$ cat config.mk
export PLATFORM = sky130hd
export DESIGN_NAME = wt_store_buffer
export DESIGN_NICKNAME = d
export VERILOG_FILES = /design/src/rtl/sb_pkg.sv /design/src/rtl/sb_fifo.sv /design/src/rtl/sb_drain.sv /design/src/rtl/sb_match.sv /design/src/rtl/wt_store_buffer.sv
export SDC_FILE = /design/constraint.sdc
export NUM_CORES = 1
export LEC_CHECK = 0
export ABC_CLOCK_PERIOD_IN_PS = 8800
export BUFFER_PORTS_ARGS = -buffer_cell sky130_fd_sc_hd__buf_4
export CORE_ASPECT_RATIO = 1.75
export CORE_UTILIZATION = 65
export CTS_BUF_LIST = sky130_fd_sc_hd__clkbuf_4
export DETAILED_ROUTE_END_ITERATION = 12
export PLACE_DENSITY = 0.88
export SLEW_MARGIN = 0
export SYNTH_ARGS = -nofsm -noshare
export SYNTH_HDL_FRONTEND = slang
export SYNTH_SLANG_ARGS = --single-unit
$ cat constraint.sdc
create_clock -name clk -period 8.8 [get_ports clk]
set_input_delay 1.76 -clock clk [delete_from_list [all_inputs] [get_ports clk]]
set_output_delay 1.76 -clock clk [all_outputs]
set_load 0.05 [all_outputs]
$ cat src/rtl/sb_pkg.sv
package sb_pkg;

  typedef enum logic {
    DR_IDLE  = 1'b0,
    DR_WRITE = 1'b1
  } drain_state_t;

endpackage

$ cat src/rtl/sb_fifo.sv
module sb_fifo #(
  parameter int AW    = 16,
  parameter int DW    = 32,
  parameter int DEPTH = 4
) (
  input  logic                       clk,
  input  logic                       rst_n,
  input  logic                       push,
  input  logic [AW-1:0]              push_addr,
  input  logic [DW-1:0]              push_data,
  input  logic                       pop,
  output logic [AW-1:0]              head_addr,
  output logic [DW-1:0]              head_data,
  output logic [$clog2(DEPTH):0]     occ,
  output logic [$clog2(DEPTH)-1:0]   rd_ptr,
  output logic [DEPTH-1:0]           slot_vld,
  output logic [DEPTH-1:0][AW-1:0]   slot_addr,
  output logic [DEPTH-1:0][DW-1:0]   slot_data
);

  localparam int PTR_W = $clog2(DEPTH);
  localparam int OCC_W = PTR_W + 1;

  logic [PTR_W-1:0] wr_ptr_q, wr_ptr_d;
  logic [PTR_W-1:0] rd_ptr_q, rd_ptr_d;
  logic [OCC_W-1:0] occ_q, occ_d;
  logic [DEPTH-1:0] vld_q, vld_d;

  // next state
  always_comb begin
    wr_ptr_d = wr_ptr_q;
    rd_ptr_d = rd_ptr_q;
    occ_d    = occ_q;
    vld_d    = vld_q;
    if (pop) begin
      rd_ptr_d        = rd_ptr_q + 1'b1;
      vld_d[rd_ptr_q] = 1'b0;
    end
    if (push) begin
      wr_ptr_d        = wr_ptr_q + 1'b1;
      vld_d[wr_ptr_q] = 1'b1;
    end
    case ({push, pop})
      2'b10:   occ_d = occ_q + 1'b1;
      2'b01:   occ_d = occ_q - 1'b1;
      default: occ_d = occ_q;
    endcase
  end

  // control registers
  always_ff @(posedge clk or negedge rst_n) begin
    if (!rst_n) begin
      wr_ptr_q <= '0;
      rd_ptr_q <= '0;
      occ_q    <= '0;
      vld_q    <= '0;
    end else if (push || pop) begin
      wr_ptr_q <= wr_ptr_d;
      rd_ptr_q <= rd_ptr_d;
      occ_q    <= occ_d;
      vld_q    <= vld_d;
    end
  end

  // payload storage, no reset
  for (genvar s = 0; s < DEPTH; s++) begin : g_slot
    logic slot_we;
    assign slot_we = push && (wr_ptr_q == PTR_W'(s));
    always_ff @(posedge clk) begin
      if (slot_we) begin
        slot_addr[s] <= push_addr;
        slot_data[s] <= push_data;
      end
    end
  end

  assign head_addr = slot_addr[rd_ptr_q];
  assign head_data = slot_data[rd_ptr_q];
  assign occ       = occ_q;
  assign rd_ptr    = rd_ptr_q;
  assign slot_vld  = vld_q;


  no_overflow_chk: assert property (@(posedge clk) disable iff (!rst_n)
    (push && occ_q == OCC_W'(DEPTH)) |-> pop);

  no_underflow_chk: assert property (@(posedge clk) disable iff (!rst_n)
    pop |-> (occ_q != '0));

  occ_step_chk: assert property (@(posedge clk) disable iff (!rst_n)
    (push && !pop) |=> (occ_q == $past(occ_q) + 1'b1));

endmodule

$ cat src/rtl/sb_drain.sv
module sb_drain
  import sb_pkg::*;
#(
  parameter int WR_LAT = 100
) (
  input  logic clk,
  input  logic rst_n,
  input  logic have_entry,
  output logic launch,
  output logic done,
  output logic in_flight
);

  localparam int TMR_W = (WR_LAT < 2) ? 1 : $clog2(WR_LAT);

  drain_state_t st_q, st_d;
  logic [TMR_W-1:0] tmr_q, tmr_d;
  logic tmr_en;

  assign launch    = (st_q == DR_IDLE) && have_entry;
  assign done      = (st_q == DR_WRITE) && (tmr_q == '0);
  assign in_flight = (st_q == DR_WRITE);

  always_comb begin
    st_d   = st_q;
    tmr_d  = tmr_q;
    tmr_en = 1'b0;
    if (launch) begin
      st_d   = DR_WRITE;
      tmr_d  = TMR_W'(WR_LAT - 1);
      tmr_en = 1'b1;
    end else if (done) begin
      st_d   = DR_IDLE;
    end else if (st_q == DR_WRITE) begin
      tmr_d  = tmr_q - 1'b1;
      tmr_en = 1'b1;
    end
  end

  always_ff @(posedge clk or negedge rst_n) begin
    if (!rst_n) begin
      st_q <= DR_IDLE;
    end else begin
      st_q <= st_d;
    end
  end

  always_ff @(posedge clk or negedge rst_n) begin
    if (!rst_n) begin
      tmr_q <= '0;
    end else if (tmr_en) begin
      tmr_q <= tmr_d;
    end
  end


  launch_then_busy_chk: assert property (@(posedge clk) disable iff (!rst_n)
    launch |=> (in_flight && !launch));

  finish_then_idle_chk: assert property (@(posedge clk) disable iff (!rst_n)
    done |=> !in_flight);

endmodule

$ cat src/rtl/sb_match.sv
module sb_match #(
  parameter int AW    = 16,
  parameter int DW    = 32,
  parameter int DEPTH = 4
) (
  input  logic [DEPTH-1:0]           slot_vld,
  input  logic [DEPTH-1:0][AW-1:0]   slot_addr,
  input  logic [DEPTH-1:0][DW-1:0]   slot_data,
  input  logic [$clog2(DEPTH)-1:0]   rd_ptr,
  input  logic [AW-1:0]              ld_addr,
  output logic                       hit,
  output logic [DW-1:0]              hit_data
);

  localparam int PTR_W = $clog2(DEPTH);

  logic [DEPTH-1:0] eq;

  for (genvar s = 0; s < DEPTH; s++) begin : g_cmp
    assign eq[s] = slot_vld[s] && (slot_addr[s] == ld_addr);
  end

  // walk from oldest to newest; the last match wins
  always_comb begin
    logic [PTR_W-1:0] idx;
    hit      = 1'b0;
    hit_data = '0;
    for (int k = 0; k < DEPTH; k++) begin
      idx = rd_ptr + PTR_W'(k);
      if (eq[idx]) begin
        hit      = 1'b1;
        hit_data = slot_data[idx];
      end
    end
  end

endmodule

$ cat src/rtl/wt_store_buffer.sv
module wt_store_buffer #(
  parameter int AW     = 16,
  parameter int DW     = 32,
  parameter int DEPTH  = 4,
  parameter int WR_LAT = 100
) (
  input  logic          clk,
  input  logic          rst_n,
  input  logic          st_valid,
  input  logic [AW-1:0] st_addr,
  input  logic [DW-1:0] st_data,
  output logic          st_stall,
  input  logic [AW-1:0] ld_addr,
  output logic          ld_hit,
  output logic [DW-1:0] ld_data,
  output logic          mem_req,
  output logic [AW-1:0] mem_addr,
  output logic [DW-1:0] mem_data,
  output logic          mem_busy,
  output logic          sb_empty
);

  localparam int PTR_W = $clog2(DEPTH);
  localparam int OCC_W = PTR_W + 1;

  logic                     push, pop, full, launch, done, in_flight;
  logic [OCC_W-1:0]         occ;
  logic [PTR_W-1:0]         rd_ptr;
  logic [DEPTH-1:0]         slot_vld;
  logic [DEPTH-1:0][AW-1:0] slot_addr;
  logic [DEPTH-1:0][DW-1:0] slot_data;

  assign full     = (occ == OCC_W'(DEPTH));
  assign st_stall = st_valid && full && !done;
  assign push     = st_valid && !st_stall;
  assign pop      = done;
  assign sb_empty = (occ == '0);
  assign mem_req  = launch;
  assign mem_busy = in_flight;

  sb_fifo #(.AW(AW), .DW(DW), .DEPTH(DEPTH)) fifo_i (
    .clk       (clk),
    .rst_n     (rst_n),
    .push      (push),
    .push_addr (st_addr),
    .push_data (st_data),
    .pop       (pop),
    .head_addr (mem_addr),
    .head_data (mem_data),
    .occ       (occ),
    .rd_ptr    (rd_ptr),
    .slot_vld  (slot_vld),
    .slot_addr (slot_addr),
    .slot_data (slot_data)
  );

  sb_drain #(.WR_LAT(WR_LAT)) drain_i (
    .clk        (clk),
    .rst_n      (rst_n),
    .have_entry (!sb_empty),
    .launch     (launch),
    .done       (done),
    .in_flight  (in_flight)
  );

  sb_match #(.AW(AW), .DW(DW), .DEPTH(DEPTH)) match_i (
    .slot_vld  (slot_vld),
    .slot_addr (slot_addr),
    .slot_data (slot_data),
    .rd_ptr    (rd_ptr),
    .ld_addr   (ld_addr),
    .hit       (ld_hit),
    .hit_data  (ld_data)
  );


  addr_hold_chk: assert property (@(posedge clk) disable iff (!rst_n)
    (in_flight && !done) |=> ($stable(mem_addr) && $stable(mem_data)));

  hit_needs_entry_chk: assert property (@(posedge clk) disable iff (!rst_n)
    ld_hit |-> !sb_empty);

  busy_needs_entry_chk: assert property (@(posedge clk) disable iff (!rst_n)
    mem_busy |-> !sb_empty);

endmodule

==> impl_metrics.py <==
metrics = {
    "power_and_ir_drop": {
        "p_leak_nw": 4.74,
        "p_per_area_mw_per_mm2": 253,
        "power_mw": 3.60,
        "ir_drop_uv": 242,
    },
    "timing": {
        "tns_ns": 0,
        "min_period_over_period_pct": 72.1,
        "setup_violations": 0,
        "tightest_slew_ns": 1.18,
        "slew_violations": 0,
        "slew_headroom_pct": 21.0,
        "fin_ws_ns": 2.46,
        "fmax_mhz": 158,
        "rsz0062_at_grt": "no",
        "period_needed_ns": 6.34,
        "final_hold_viol_count": 0,
        "skew_ns": 0.0354,
    },
    "finish": {
        "multi_input_area_sq_mm": 0.00588,
        "layout-drive-gt1-share_pct": 35.6,
        "areaGrowthSynthToFinish_pct": 15.0,
        "seq_area_sq_mm": 0.00625,
        "fin_nets": 1054,
        "n_fill_cell": 1134,
    },
    "clock_network": {
        "cts_root_buffer": "clkbuf_4",
        "cts_tree": "built",
        "post_cts_buffers": 0,
        "cts_hold_buf": 0,
        "clk_path_buf_depth": 3,
        "htreeDepth": 2,
        "cts_buffers": 45,
        "clk_latency_ns": 0.62,
        "cts.repair.resized": 0,
        "clock-sinks": 211,
        "clkTransAtPathRegs_ns": 0.08,
    },
    "critical_path": {
        "crit_required_ns": 7.04,
        "crit_arrival_ns": 4.58,
        "cp_common_cell": "buf_4",
        "critical_path_class": "primary input to primary output",
        "cp-end-kind": "primary output",
        "rrSetupSlack_ns": 5.51,
        "rr_worst_depth": 7,
        "critPathBufInv": 3,
        "startpoint_type": "primary input",
        "critPathMaxStageDelay_ns": 0.53,
        "path_max_fanout": 32,
        "critical_path.cell_chain": "buf_4 -> xor2_1 -> nor4_1 -> nand4_1 -> nor4_2 -> mux2i_1 -> a21oi_4 -> buf_4 -> mux2i_1 -> o21ai_1 -> buf_4",
        "worst_path_max_delay_cell": "buf_4",
        "r2r-start": "drain_i.tmr_q[3]",
        "r2r-end": "fifo_i.slot_data[62]",
        "cp_top_family": "simple AND/OR/NAND/NOR gates",
    },
    "logic_synthesis": {
        "avgSynthCellArea_sq_um": 15.2,
        "synth_top_area_cell": "edfxtp_1",
        "ys_seq_area_share_pct": 50.3,
        "synth_common_cells": "edfxtp_1, mux2i_1, mux4_2",
        "yosysMostFrequentCell": "edfxtp_1",
        "postSynthCellCount": 818,
        "yosys-top-cells-area": "edfxtp_1, mux4_2, mux2i_1, dfrtp_1, xor2_1",
        "synth_area_sq_mm": 0.0124,
        "synth_nets": 897,
        "yosysTopAreaCellShare_pct": 46.5,
        "synth_cell_types": 39,
        "synth-seq-cells": 211,
        "synth-edff-count": 192,
        "synth_top_flop_cell": "edfxtp_1",
        "synthArstFlopShare_pct": 9.00,
        "yosys_warnings": 0,
    },
    "floorplanning": {
        "core_sq_mm": 0.0187,
        "die-area_sq_mm": 0.0197,
        "rows": 66,
        "die_w_microns": 106,
        "die_y_microns": 185,
        "io_pins": 152,
        "start_util_pct": 66.5,
    },
    "global_routing": {
        "grt_pass1_vias": 8720,
        "grt_overflow": 0,
        "antenna_found_initial": 2,
        "grt_max_degree": 75,
        "grt_util_all_layers_pct": 30.5,
        "grt_pass1_wl_mm": 45.0,
    },
    "place": {
        "place_ws_ns": 2.50,
        "portBuffers": 151,
        "place_congestion": 0.943,
        "dp_hpwl_mm": 19.4,
    },
    "routing": {
        "drt-total-wl_mm": 29.2,
        "drt_first_iter_violations": 540,
        "dr.pass1.iters": 7,
        "wire_per_inst_microns": 23.5,
        "num_vias": 8294,
        "drc": 0,
        "vias_per_cell": 6.66,
        "drtAntennaViolNets": 0,
    },
    "hold_path": {
        "hp-class": "flip-flop to flip-flop",
        "min_path_cells": 2,
        "worstHoldStart": "fifo_i.slot_vld[3]",
        "whs_endpoint": "fifo_i.slot_vld[3]",
    },
    "outcome": {
        "status": "complete, no violations",
    },
    "job": {
        "drv_cap": 0,
    },
}
-- registers in the layout, summed over array words and instances (netlist names) --
register           cells
fifo_i.slot_data     128
fifo_i.wr_ptr_q        2
fifo_i.occ             3
fifo_i.rd_ptr          2
drain_i.tmr_q          7
fifo_i.slot_addr      64
drain_i.in_flight      1
fifo_i.slot_vld        4
-- metal layers --
layer	routed length (microns)	vias to the layer above	global-route usage, %
met3	1430	74	4.92
met2	16700	355	56.5
met4	1220	0	17.0
met5	0	-	0
li1	-	3634	-
met1	9850	4231	32.7
-- stage by stage --
| stage | instances | utilization, % | cell area (sq um) | hold slack (ns) |
|---|---|---|---|---|
| final | 1245 | 76.4 | 14300 | 0.494 |
| after global placement | 1166 | 73.5 | 13700 | 0.465 |
| after detailed placement | 1166 | 73.5 | 13700 | 0.479 |
| after floorplan | 818 | - | 12400 | 0.448 |
| after global routing | 1245 | 76.4 | 14300 | 0.536 |
| after CTS | 1243 | 76.4 | 14300 | 0.496 |
-- worst min-delay path: stages, from the launching register on --
cell,delay [ns]
dfrtp_1,0.35
nand2_1,0.06
o21ai_0,0.06
-- cell type report --
cell class | instances | area share (%)
diodes | 2 | 0.0351
clock buffers | 61 | 3.21
clock inverters | 16 | 0.640
inverters | 15 | 0.395
multi-input cells | 539 | 41.2
flip-flops and latches | 211 | 43.8
well taps | 238 | 2.09
repair buffers | 163 | 8.58
-- power breakdown --
| part | internal, mW | switching (mW) |
|---|---|---|
| registers | 1.33 | 0.155 |
| logic | 0.556 | 0.858 |
| clock network | 0.352 | 0.351 |
| total | 2.24 | 1.36 |
-- cells by family after synthesis --
logic type,Yosys count,share of synthesized area (%)
compound gates,77,3.50
mux,246,31.3
xor+xnor,75,5.30
fa+ha+maj,12,1.27
buf+inv,68,2.53
simple gates,129,5.81
flops,211,50.3
-- layout by cell type (no fill, tap or decap), drive strengths merged, types with 14 or more instances in the layout --
cell type / synthesis / final
dfrtp: 19 / 19
mux2i: 133 / 133
o21ai: 38 / 38
xor2: 53 / 53
nor4: 16 / 16
and2: 34 / 34
mux4: 112 / 112
edfxtp: 192 / 192
nand2: 28 / 28
clkinv: 0 / 14
o22ai: 32 / 32
xnor2: 22 / 22
inv: 15 / 16
buf: 25 / 163
clkbuf: 28 / 61
-- worst max-delay path by stage --
| stage | cells past startpoint | to | startpoint |
|---|---|---|---|
| 6_report | 11 | ld_data[5] | ld_addr[14] |
| 3_3_place_gp | 11 | ld_data[2] | ld_addr[5] |
| 2_1_floorplan | 9 | ld_data[10] | ld_addr[14] |
| 3_5_place_dp | 11 | ld_data[20] | ld_addr[5] |
| 5_1_grt | 11 | ld_data[8] | ld_addr[5] |
| 4_1_cts | 11 | ld_data[5] | ld_addr[5] |
Power figures use the tool's default switching activity.
